**src/rtl/capture_bank.sv**
```systemverilog
`timescale 1ns/1ps
module capture_bank #(
  parameter int TW = 15,
  parameter int PW = 3,
  parameter logic [1:0] SLICE_ID = 2'd0
) (
  input  logic          clk,
  input  logic          rst_n,
  input  logic [TW-1:0] timer_val,
  input  logic [PW-1:0] presc_val,
  input  logic          trig0,
  input  logic          trig1,
  input  logic          route_all,
  input  logic          cont_cap,
  input  logic [1:0]    clr_mode,
  input  logic          ext_mode,
  input  logic          rd_en,
  input  logic [2:0]    rd_addr,
  output logic [31:0]   rd_data,
  output logic          timer_clr
);
  localparam int PSC_LSB = 16;
  localparam int FULL_B  = 20;
  localparam int PTR_LSB = 20;
  localparam int SLC_LSB = 22;
  localparam int EFULL_B = 24;
  localparam int LOST_B  = 25;
  localparam int NREG    = 4;

  logic [TW-1:0] val_q [NREG];
  logic [PW-1:0] psc_q [NREG];
  logic [TW-1:0] val_d [NREG];
  logic [PW-1:0] psc_d [NREG];
  logic [NREG-1:0] full_q, full_d, rd_hit, f_clr;
  logic [1:0] ptr_q, ptr_d, o_i, n_i;
  logic lost_q, drop, hit;

  wire ext_rd = rd_en && (rd_addr == 3'd4);

  always_comb
    for (int i = 0; i < NREG; i++)
      rd_hit[i] = (rd_en && (rd_addr == 3'(i))) || (ext_rd && ext_mode && (ptr_q == 2'(i)));

  assign f_clr = full_q & ~rd_hit;

  assign timer_clr = route_all ? trig1 : ((trig0 & clr_mode[1]) | (trig1 & clr_mode[0]));

  always_comb begin
    val_d  = val_q;
    psc_d  = psc_q;
    full_d = f_clr;
    drop   = 1'b0;
    o_i    = 2'd0;
    n_i    = 2'd1;
    hit    = 1'b0;
    for (int p = 0; p < 2; p++) begin
      o_i = (p == 0) ? 2'd0 : 2'd3;
      n_i = (p == 0) ? 2'd1 : 2'd2;
      hit = (p == 0) ? (route_all ? trig1 : trig0) : trig1;
      if (hit) begin
        if (!cont_cap && f_clr[o_i] && f_clr[n_i]) drop = 1'b1;
        else begin
          if (f_clr[n_i]) begin
            val_d[o_i]  = val_q[n_i];
            psc_d[o_i]  = psc_q[n_i];
            full_d[o_i] = 1'b1;
          end
          val_d[n_i]  = timer_val;
          psc_d[n_i]  = presc_val;
          full_d[n_i] = 1'b1;
        end
      end
    end
  end

  always_comb begin
    ptr_d = ptr_q;
    if (ext_rd) begin
      ptr_d = ptr_q + 2'd1;
      for (int k = 3; k >= 1; k--)
        if (f_clr[2'(ptr_q + 2'(k))]) ptr_d = 2'(ptr_q + 2'(k));
    end
  end

  always_ff @(posedge clk or negedge rst_n) begin
    if (!rst_n) begin
      for (int i = 0; i < NREG; i++) begin
        val_q[i] <= '0;
        psc_q[i] <= '0;
      end
      full_q <= '0;
      ptr_q  <= '0;
      lost_q <= 1'b0;
    end else begin
      val_q  <= val_d;
      psc_q  <= psc_d;
      full_q <= full_d;
      ptr_q  <= ptr_d;
      lost_q <= drop | (lost_q & ~ext_rd);
    end
  end

  always_comb begin
    rd_data = '0;
    if (rd_en) begin
      if (!rd_addr[2]) begin
        rd_data = 32'(val_q[rd_addr[1:0]]) | (32'(psc_q[rd_addr[1:0]]) << PSC_LSB);
        rd_data[FULL_B] = full_q[rd_addr[1:0]];
      end else if (rd_addr == 3'd4) begin
        rd_data = 32'(val_q[ptr_q]) | (32'(psc_q[ptr_q]) << PSC_LSB)
                | (32'(ptr_q) << PTR_LSB) | (32'(SLICE_ID) << SLC_LSB);
        rd_data[EFULL_B] = full_q[ptr_q];
        rd_data[LOST_B]  = lost_q;
      end
    end
  end
endmodule

```
**config.mk**
```make
export PLATFORM = sky130hd
export DESIGN_NAME = capture_bank
export DESIGN_NICKNAME = d
export VERILOG_FILES = /design/src/rtl/capture_bank.sv
export SDC_FILE = /design/constraint.sdc
export NUM_CORES = 1
export LEC_CHECK = 0
export ABC_AREA = 1
export BUFFER_PORTS_ARGS = -buffer_cell sky130_fd_sc_hd__buf_2
export CAP_MARGIN = 0
export CORE_UTILIZATION = 58
export CTS_CLUSTER_SIZE = 28
export DETAILED_ROUTE_END_ITERATION = 10
export HOLD_SLACK_MARGIN = 0.05
export PLACE_DENSITY = 0.86
export SYNTH_ARGS = -nofsm -noshare
export SYNTH_HDL_FRONTEND = slang
export SYNTH_SLANG_ARGS = --single-unit
```
**constraint.sdc**
```tcl
create_clock -name clk -period 5.9 [get_ports clk]
set_input_delay 1.18 -clock clk [delete_from_list [all_inputs] [get_ports clk]]
set_output_delay 1.18 -clock clk [all_outputs]
set_load 0.05 [all_outputs]
```
Word level (Yosys, flattened, before mapping)
Index checks and enable logic that the tools add are counted. W data, S select, Z words.

Register bits after elaboration: 79. Bits in latches: 0. Bits in writable memories: 0. Bits in read-only memories: 0. Input bits: 31. Output and inout port bits: 33. Logic and storage cells: 108. Memories: 0.

Add/sub/neg operators: 3. Multipliers: 0. Divide/modulo/power cells: 0. Magnitude comparators: 7. Equality and inequality tests: 7. Shift operators: 0. Multiplexer cells: 40. Bitwise logic cells: 15. Reductions and logical operators: 25.

Operators by type and width (number): $mux W32 (2); $bmux W15 S2 (2); $mux W15 (4); $or A15 B19 Y19 (2); $mux W26 (1); $or A19 B22 Y22 (1); $lt A2 B3 Y1 const B (5); $logic_and A1 B1 Y1 (14); $mux W2 (7); $mux W1 (13); $bmux W3 S2 (2); $mux W3 (4); $bmux W1 S2 (5); $eq A3 B2 Y1 const B (2); $ge A3 B3 Y1 const B (2); $not A2 Y3 (2); $reduce_and A3 Y1 (2); $add A2 B2 Y2 const B (2); $and A4 B4 Y4 (1); $eq A2 B2 Y1 const B (2); $logic_or A1 B1 Y1 (4); $not A4 Y4 (1); $reduce_and A2 Y1 (2); $and A1 B1 Y1 (3); other kinds (9) (12).

Longest topological paths before layout
Gate-level depths: netlist (run 1).

Depth in word-level cells: 14. Mapped depth: 14. Gate-level depth less buffers: 13.

Least setup slack after synthesis (run 1)
OpenSTA, ideal clock, no wires.

Path type: in2out. Start point: in rd_en. End point: out rd_data[18]. Arrival time: 3.165 ns. Path slack: 1.555 ns. Stages on the path: 6. Buffers on the path: 2. Cell sequence: inv_1 > nor2_1 > clkbuf_1 > clkbuf_1 > o21ai_0 > o31ai_1.

Word-level cells in the longest chain between the ends: 1.

Ends and longest elaborated chain: start: declaration (line 17) `input logic rd_en,`; $mux W32 (line 105) `if (rd_en) begin`; end: declaration (line 19) `output logic [31:0] rd_data,`.

Every way passes these cells.

Final worst setup path (run 1)
Start point: reg ptr_q[1]. End point: out rd_data[5].

Word-level cells in the longest chain between the ends: 9.

Ends and longest elaborated chain: start: declaration (line 35) `logic [1:0] ptr_q, ptr_d, o_i, n_i;`; start signal: assignment (line 98) `ptr_q <= ptr_d;`; $not A2 Y3 (implied by the code) (line 110) `rd_data = 32'(val_q[ptr_q]) | (32'(psc_q[ptr_q]) << PSC_LSB)`; $bmux W15 S2 (line 110); $mux W15 (implied by the code) (2 in series) (line 110); $or A15 B19 Y19 (line 110); $or A19 B22 Y22 (line 111) `| (32'(ptr_q) << PTR_LSB) | (32'(SLICE_ID) << SLC_LSB);`; $mux W26 (line 109) `end else if (rd_addr == 3'd4) begin`; $mux W32 (line 106) `if (!rd_addr[2]) begin`; $mux W32 (line 105).

Every way passes these cells. The select of a mux whose other input is x is not followed.

==> reports/qor.txt, run 1 <==
critical path, cell by cell: inv_1, a21oi_1, o21ai_0, nand2_1, nand2_1, o31ai_1, buf_2
pwr/cell area: 418 nW/um2
Mapped Area: 4580 um2
Clock Latency Late Sink: 360 ps
initial antenna violation count: 0
final layout net count: 659
Synth top area share: 0.432
final setup fails: 0
Highest Clock Rate: 232 MHz
Routed WL: 11.9 mm
Die ar.: 8260 um2
min Tclk post-route: 4310 ps
Worst-Margin Slew: 1040 ps
Design Area, Final: 5030 um2
Routed wire per std cell: 16.3 um
Total Routing Usage GR: 0.304
Worst setup EP type: output pin
Crit Path Class: reg2out
min-delay src: val_q[48]
post-DR vias/cell: 5.95
Clock Path Buffers: 2
overall power: 2.10 mW
r2r startpoint: ptr_q[1]
worst setup margin: 1590 ps
largest net degree at the start of global routing: 80
routed wl met2: 5.93 mm
sum of negative setup slack: 0 ps
Finished Core Util: 0.655
Yosys top cell by area: dfrtp_1
DIE HEIGHT: 90.9 um
Final HPWL DP: 7.08 mm
Boundary Pins: 64
outcome: complete, no violations
slowest CP cell: dfrtp_1
ant diodes: 0
htree depth: 3
crit share post-route: 0.730
post-synthesis cell type count: 32
startpoint type of the worst setup path: flop
Hold WC Path Type: reg2reg
clock root cell: clkbuf_8
Worst EP required: 4720 ps
port bufs: 53
total number of vias: 4,351
CTS resizes: 0
Cells after Synth: 593
synth cell count leaders: 111 x nand2_1, 80 x o21ai_0, 79 x dfrtp_1, 60 x a21oi_1, 53 x inv_1
Ys Warns: 0
initial DRC count: 427
RSZ-0062 raised after global routing: no
CP Max Fanout: 24
top sig layer: met4
fin cells: 731
vias in the first global route: 4,190
synthesized flop and latch total: 79
number of routed nets with antenna violations: 0
most numerous cell in the Yosys netlist: nand2_1
CP arrival: 3130 ps
layout cell share with drive strength beyond 1: 0.181
Critical path buffers and inverters: 2
DRC: 0
CTS clk-pin slew, worst paths: 80 ps
pre-CTS setup slack: 1810 ps
Crit path top cell by count: nand2_1
Post-synth top flop: dfrtp_1
Layout area overhead: 9.92%
clock sink count: 79
first-pass GRT wire length: 19.7 mm
Row Count: 32
Post-synth EDFFs: 0
FFs w/ async S/R, synth: 1.00
leakage power: 2.46 nW
Post-DP Area: 4780 um2
Core ar.: 7690 um2
Die Span X: 90.9 um
post-CTS setup buffers: 0
Max Cap Viol: 0
Slew Limit Fails: 0
register area share after synthesis: 0.432
grt total ovfl: 0
Crit path max-delay family: buffers and inverters
maximum vdd drop: 0.227 mV
Initial Util: 0.596
Slew Limit Headroom: 0.305
TritonCTS clock tree: built
DR pass1 iterations: 5
mean area per synthesized cell: 7.72 um2
top area cells in the synthesized netlist: dfrtp_1 43%, nand2_1 9.1%, o21ai_0 8.7%
GP Congestion: 0.863
DR WL met3: 859 um
clock skew: 9.86 ps
WHS: 515 ps
hold buffers post-CTS: 0
CTS Buf Count: 9
DP Cell Count: 715
Hold Fails Final Rpt: 0
Crit path largest cell delay: 1010 ps
Worst Setup SP: ptr_q[1]
wl on met1: 4.87 mm
==> path summary, 6_finish.rpt <==
path | slack [ps] | to | depth (start not counted)
setup / recovery | 1590 | rd_data[5] | 7
hold / removal | 510 | val_q[48] | 2
setup reg to reg | 2090 | val_q[47] | 7
hold reg to reg | 510 | val_q[48] | 2
max in group asynchronous | 4290 | val_q[3] | 1
min in group asynchronous | 980 | val_q[59] | 1
==> tightest hold or removal path: stages (launching register included) <==
cell,delay (ps)
dfrtp_1,360
nand2_1,70
o21ai_2,50
==> kinds of logic (layout without fill, tap and decap cells) <==
kind of cell	Yosys count	count (layout)	synth area share
fa+ha+maj	4	4	0.0109
other cells	1	10	0.000819
flops	79	79	0.432
simple gates	189	189	0.181
buf+inv	102	129	0.105
compound gates	218	218	0.271
==> power breakdown <==
group          switching [mW]  total [mW]  internal (mW)  leakage (nW)
clock network           0.200       0.522          0.321         0.133
registers               0.123       0.795          0.672         0.935
logic                   0.538       0.786          0.248          1.39
==> flip-flops by register name, indices dropped and copies added (netlist names) <==
register	flops
val_q	60
full_q	4
psc_q	12
lost_q	1
ptr_q	2
==> area by class of cell <==
type | count | area [um2]
Fill cell | 659 | 2650
Multi-Input combinational cell | 421 | 2160
Sequential cell | 79 | 1980
Timing Repair Buffer | 58 | 305
Inverter | 55 | 206
Clock inverter | 7 | 135
Tap cell | 102 | 128
Clock buffer | 9 | 124
==> cell usage in the layout (no fill, tap or decap), drive strengths merged <==
cell type and count:
conb 10, clkbuf 9, a31oi 1, nand2 125, o22ai 19, bufinv 4
nor3 1, dfrtp 79, clkinv 5, nor2 50, nand4 4, a22oi 1
nand3 8, o31ai 18, buf 58, o32ai 1, o21bai 1, or3 1
inv 53, ha 4, a21oi 61, o21ai 116
==> routing by layer <==
metal  vias up  global-route usage
met5         -                   0
met2       207               0.510
met3        27              0.0732
met4         0               0.120
met1      2088               0.377
li1       2029                   -
Note: power is estimated with default switching activity, not from simulation.
==> inputs of run 2 (changes only) <==
--- a/config.mk
+++ b/config.mk
@@ -8,11 +8,11 @@
 export ABC_AREA = 1
 export BUFFER_PORTS_ARGS = -buffer_cell sky130_fd_sc_hd__buf_2
 export CAP_MARGIN = 0
-export CORE_UTILIZATION = 58
+export CORE_UTILIZATION = 52
 export CTS_CLUSTER_SIZE = 28
 export DETAILED_ROUTE_END_ITERATION = 10
 export HOLD_SLACK_MARGIN = 0.05
-export PLACE_DENSITY = 0.86
+export PLACE_DENSITY = 0.82
 export SYNTH_ARGS = -nofsm -noshare
 export SYNTH_HDL_FRONTEND = slang
 export SYNTH_SLANG_ARGS = --single-unit
==> constraint.sdc (replaced) <==
create_clock -name clk -period 3.6 [get_ports clk]
set_input_delay 0.72 -clock clk [delete_from_list [all_inputs] [get_ports clk]]
set_output_delay 0.72 -clock clk [all_outputs]
set_load 0.05 [all_outputs]
==> reports/qor.txt, run 2 (synthesis gave the netlist of run 1 again) <==
outcome: complete, no violations
Highest Clock Rate: 326 MHz
first-pass GRT wire length: 19.2 mm (-2.7%)
htree depth: 3 (unchanged)
CTS Buf Count: 9 (unchanged)
port bufs: 53 (unchanged)
initial antenna violation count: 0 (unchanged)
CTS clk-pin slew, worst paths: 80 ps (about the same)
Layout area overhead: 9.59%
Row Count: 33 (+3.1%)
Hold WC Path Type: reg2reg
Max Cap Viol: 0 (unchanged)
TritonCTS clock tree: built
GP Congestion: 0.867 (+0.50%)
r2r setup slk: 860 ps (-1230 ps)
initial DRC count: 399 (-6.6%)
hold buffers post-CTS: 0 (unchanged)
startpoint type of the worst setup path: flop
clock sink count: 79 (unchanged)
CTS resizes: 0 (unchanged)
Worst EP required: 2880 ps (-1840 ps)
Hold Fails Final Rpt: 0 (unchanged)
Clock Path Buffers: 2 (unchanged)
Largest Register: val_q
pwr/cell area: 641 nW/um2 (+54%)
most common cell after layout, fill and taps aside: nand2_1
final layout net count: 667 (+1.2%)
CP endpoint: rd_data[2]
number of routed nets with antenna violations: 0 (unchanged)
total number of vias: 4,306 (-1.0%)
Boundary Pins: 64 (unchanged)
Worst Setup SP: ptr_q[0]
CP arrival: 2350 ps (-780 ps)
clock skew: 5.14 ps (-4.72 ps)
layout cell share with drive strength beyond 1: 0.186 (+0.00429)
Die ar.: 9190 um2 (+11%)
DRC: 0 (unchanged)
vias in the first global route: 4,000 (-4.5%)
r2r startpoint: ptr_q[0]
Total Routing Usage GR: 0.275 (-0.0288)
FILL cells: 753 (+14%)
fin cells: 741 (+1.4%)
Worst-Margin Slew: 1030 ps (-16.8 ps)
post-DR vias/cell: 5.81 (-2.4%)
grt total ovfl: 0 (unchanged)
largest registers: val_q: 60 flops, psc_q: 12 flops, full_q: 4 flops
Clock Latency Late Sink: 340 ps (-20 ps)
Worst setup EP type: output pin
RR Endpoint: val_q[45]
CP Max Fanout: 19 (-21%)
DIE HEIGHT: 95.9 um (+5.5%)
RSZ-0062 raised after global routing: no
largest net degree at the start of global routing: 80 (unchanged)
ant diodes: 0 (unchanged)
WHS: 505 ps (-10.3 ps)
clock root cell: clkbuf_8
leakage power: 2.44 nW (-0.53%)
DP Cell Count: 726 (+1.5%)
Slew Limit Headroom: 0.317 (+0.0112)
Slew Limit Fails: 0 (unchanged)
DR pass1 iterations: 5 (unchanged)
min Tclk post-route: 3070 ps
crit share post-route: 0.852
Die Span X: 95.9 um (+5.5%)
most frequent cells in the layout: 111 x nand2_1, 80 x o21ai_0, 79 x dfrtp_1, 60 x a21oi_1, 53 x inv_1
Crit Path Class: reg2out
max reg flops: 60 (unchanged)
maximum vdd drop: 0.307 mV (+35%)
sum of negative setup slack: 0 ps (unchanged)
post-CTS setup buffers: 0 (unchanged)
Final HPWL DP: 7.50 mm (+5.9%)
reg2reg path depth: 8 (+1)
Routed WL: 11.8 mm (-0.65%)
final setup fails: 0 (unchanged)
Routed wire per std cell: 16.0 um (-2.0%)
Core ar.: 8380 um2 (+9.0%)
Initial Util: 0.546 (-0.0494)
==> run 2: critical path: stages, from the launching register on <==
cell and delay, ps:
dfrtp_1 360, clkinv_1 460, buf_4 400, a21oi_1 130, o21ai_0 90, nand2_1 60
nand2_1 50, o31ai_1 100, buf_2 340
==> run 2: worst min-delay path by stage <==
stage	depth (start not counted)	from	end	slack [ps]
after floorplan	0	rst_n	full_q[0]	420
after CTS	2	val_q[46]	val_q[46]	500
after global routing	2	val_q[47]	val_q[47]	530
final	2	val_q[46]	val_q[46]	500
after global placement	2	val_q[47]	val_q[47]	480
after detailed placement	2	val_q[46]	val_q[46]	480
==> run 2: cell type report <==
class | count | area [um2] | share of cell area
multi-input cells | 421 | 2160 | 0.430
flip-flops and latches | 79 | 1980 | 0.394
repair buffers | 66 | 365 | 0.0728
inverters | 55 | 206 | 0.0411
clock buffers | 12 | 135 | 0.0269
well taps | 105 | 131 | 0.0262
clock inverters | 3 | 45.0 | 0.00897
==> run 2: stage by stage <==
stage                util  power [mW]  setup slack [ps]  area, um2
global placement    0.577        2.50               586       4840
global route        0.599        3.45               399       5020
detailed placement  0.577        2.57               498       4840
finish              0.599        3.22               534       5020
floorplan               -        2.26               175       4610
CTS                 0.599        3.21               584       5020
==> run 2: layer usage <==
layer  up-vias  track usage  share of wire
met4         0       0.0958          0.019
li1       2040            -              -
met3        31       0.0553          0.095
met2       233        0.451           0.48
met1      2002        0.362           0.41
met5         -            0              0
==> run 2: report_power, final <==
| group | total [mW] | leakage, nW | internal (mW) | switching (mW) |
|---|---|---|---|---|
| Combinational | 1.33 | 1.43 | 0.418 | 0.913 |
| Clock | 0.632 | 0.0827 | 0.318 | 0.315 |
| Sequential | 1.26 | 0.935 | 1.10 | 0.154 |
==> inputs of run 3 (changes only) <==
--- a/config.mk
+++ b/config.mk
@@ -8,11 +8,15 @@
 export ABC_AREA = 1
 export BUFFER_PORTS_ARGS = -buffer_cell sky130_fd_sc_hd__buf_2
 export CAP_MARGIN = 0
-export CORE_UTILIZATION = 52
+export CELL_PAD_IN_SITES_DETAIL_PLACEMENT = 1
+export CELL_PAD_IN_SITES_GLOBAL_PLACEMENT = 1
+export CORE_UTILIZATION = 40
+export CTS_BUF_LIST = sky130_fd_sc_hd__clkbuf_4
 export CTS_CLUSTER_SIZE = 28
 export DETAILED_ROUTE_END_ITERATION = 10
 export HOLD_SLACK_MARGIN = 0.05
-export PLACE_DENSITY = 0.82
+export PLACE_DENSITY = 0.85
+export SLEW_MARGIN = 40
 export SYNTH_ARGS = -nofsm -noshare
 export SYNTH_HDL_FRONTEND = slang
 export SYNTH_SLANG_ARGS = --single-unit
==> reports/qor.txt, run 3 (synthesis gave the netlist of run 1 again) <==
outcome: complete, no violations
DR WL met3: 501 um (-56%)
initial DRC count: 207 (-48%)
DRC: 0 (unchanged)
clock sink count: 79 (unchanged)
pwr/cell area: 651 nW/um2 (+1.5%)
Slew Limit Headroom: 0.477 (+0.161)
number of routed nets with antenna violations: 0 (unchanged)
Largest Register: val_q
most common cell after layout, fill and taps aside: nand2_1
layout cell share with drive strength beyond 1: 0.188 (+0.00216)
startpoint type of the worst setup path: flop
CP Max Fanout: 20 (+1)
min Tclk post-route: 3220 ps (+152 ps)
total number of vias: 4,295 (-0.26%)
leakage power: 2.45 nW (+0.31%)
Comb pwr share: 0.407 (-0.006)
Initial Util: 0.417 (-0.129)
final setup fails: 0 (unchanged)
max reg flops: 60 (unchanged)
post-DR vias/cell: 5.55 (-4.5%)
Final HPWL DP: 8.85 mm (+18%)
routed wl met2: 6.89 mm (+21%)
vias in the first global route: 4,390 (+9.8%)
FILL cells: 1,372 (+82%)
share of power burned in registers: 0.390 (about the same)
Layout area overhead: 10.5%
Clock Power Share: 0.203 (+0.007)
Highest Clock Rate: 311 MHz (-4.7%)
CTS clk-pin slew, worst paths: 130 ps (+50 ps)
first-pass GRT wire length: 22.5 mm (+17%)
overall power: 3.30 mW (+2.4%)
Crit Path Class: reg2out
CP arrival: 2500 ps (+150 ps)
ant diodes: 0 (unchanged)
Clock Path Buffers: 2 (unchanged)
sw frac: 0.435 (+0.00575)
Worst EP required: 2880 ps (about the same)
htree depth: 3 (unchanged)
largest registers: val_q: 60 flops, psc_q: 12 flops, full_q: 4 flops
clock root cell: clkbuf_4
Hold Fails Final Rpt: 0 (unchanged)
GP Congestion: 0.815 (-6.0%)
grt total ovfl: 0 (unchanged)
top sig layer: met4
Die Span X: 109 um (+14%)
Slew Limit Fails: 0 (unchanged)
sum of negative setup slack: 0 ps (unchanged)
Max Cap Viol: 0 (unchanged)
register area: 1980 um2 (about the same)
internal cell power: 1.86 mW (+1.4%)
Total Routing Usage GR: 0.252 (-0.0228)
DR pass1 iterations: 5 (unchanged)
Core ar.: 11,000 um2 (+31%)
WHS: 273 ps (-232 ps)
multi-input combinational cell area: 2160 um2 (+0.17%)
Worst-Margin Slew: 781 ps (-244 ps)
Clock Latency Late Sink: 470 ps (+130 ps)
most frequent cells in the layout: 111 x nand2_1, 80 x o21ai_0, 78 x dfrtp_1, 60 x a21oi_1, 53 x inv_1
CTS Buf Count: 9 (unchanged)
switching pwr: 1.43 mW (+3.8%)
Hold WC Path Type: in2async
RSZ-0062 raised after global routing: no
reg2reg path depth: 9 (+1)
clock skew: 22.0 ps (+16.8 ps)
DIE HEIGHT: 109 um (+14%)
Boundary Pins: 64 (unchanged)
final layout net count: 666 (-0.15%)
Routed WL: 13.8 mm (+16%)
wl on met1: 6.20 mm (+29%)
Worst setup EP type: output pin
crit share post-route: 0.894 (+0.0421)
TritonCTS clock tree: built
Row Count: 38 (+15%)
port bufs: 53 (unchanged)
Die ar.: 11,900 um2 (+29%)
Routed wire per std cell: 17.8 um (+11%)
largest net degree at the start of global routing: 80 (unchanged)
hold buffers post-CTS: 0 (unchanged)
initial antenna violation count: 0 (unchanged)
maximum vdd drop: 0.240 mV (-22%)
[run 3: per-layer routing]
metal  up-vias  track usage
met4         0       0.0569
met2        89        0.423
met5         -            0
li1       2033            -
met3        16       0.0502
met1      2157        0.334
[run 3: worst paths after layout]
path                       slack (ps)     endpoint          from
max                               380  rd_data[11]      ptr_q[0]
min                               270    val_q[39]         rst_n
max reg2reg                       840     psc_q[2]      ptr_q[1]
min reg2reg                       520    val_q[59]     val_q[59]
max in group asynchronous        2780     ptr_q[1]         rst_n
min in group clk                  470     psc_q[3]  presc_val[0]
[run 3: final cells by class]
class / count / area share
Multi-Input combinational cell: 421 / 0.427
Sequential cell: 79 / 0.391
Tap cell: 140 / 0.0346
Timing Repair Buffer: 65 / 0.0739
Clock inverter: 5 / 0.0195
Inverter: 55 / 0.0408
Clock buffer: 9 / 0.0133
[run 3: per-stage QoR]
stage | utilization | std cells | instance area (um2) | worst slack [ps]
6_report | 0.461 | 774 | 5060 | 382
3_3_place_gp | 0.445 | 760 | 4890 | 578
5_1_grt | 0.461 | 774 | 5060 | 84.4
4_1_cts | 0.461 | 774 | 5060 | 112
2_1_floorplan | - | 602 | 4610 | 175
3_5_place_dp | 0.446 | 760 | 4900 | 512
[run 3: critical path: stages, from the launching register on]
cell      delay [ps]
dfrtp_1          380
clkinv_1         450
buf_4            410
a21oi_1          150
o21ai_0          100
nand2_1           70
nand2_1           50
o31ai_1          100
buf_2            330
[run 3: power by group through the flow]
stage               Sequential, mW  Clock [mW]  Combinational (mW)
floorplan                     1.23           0                1.03
global placement              1.28           0                1.26
detailed placement            1.30           0                1.33
CTS                           1.28       0.677                1.35
global route                  1.31       0.710                1.52
finish                        1.28       0.669                1.34
[run 3: what timing repair did]
| item | 4_1_cts | 5_1_grt |
|---|---|---|
| setup buffers | 0 | 0 |
| setup endpoints to repair | 0 | 4 |
| hold endpoints to repair | 0 | 0 |
| resized for setup | 0 | 1 |
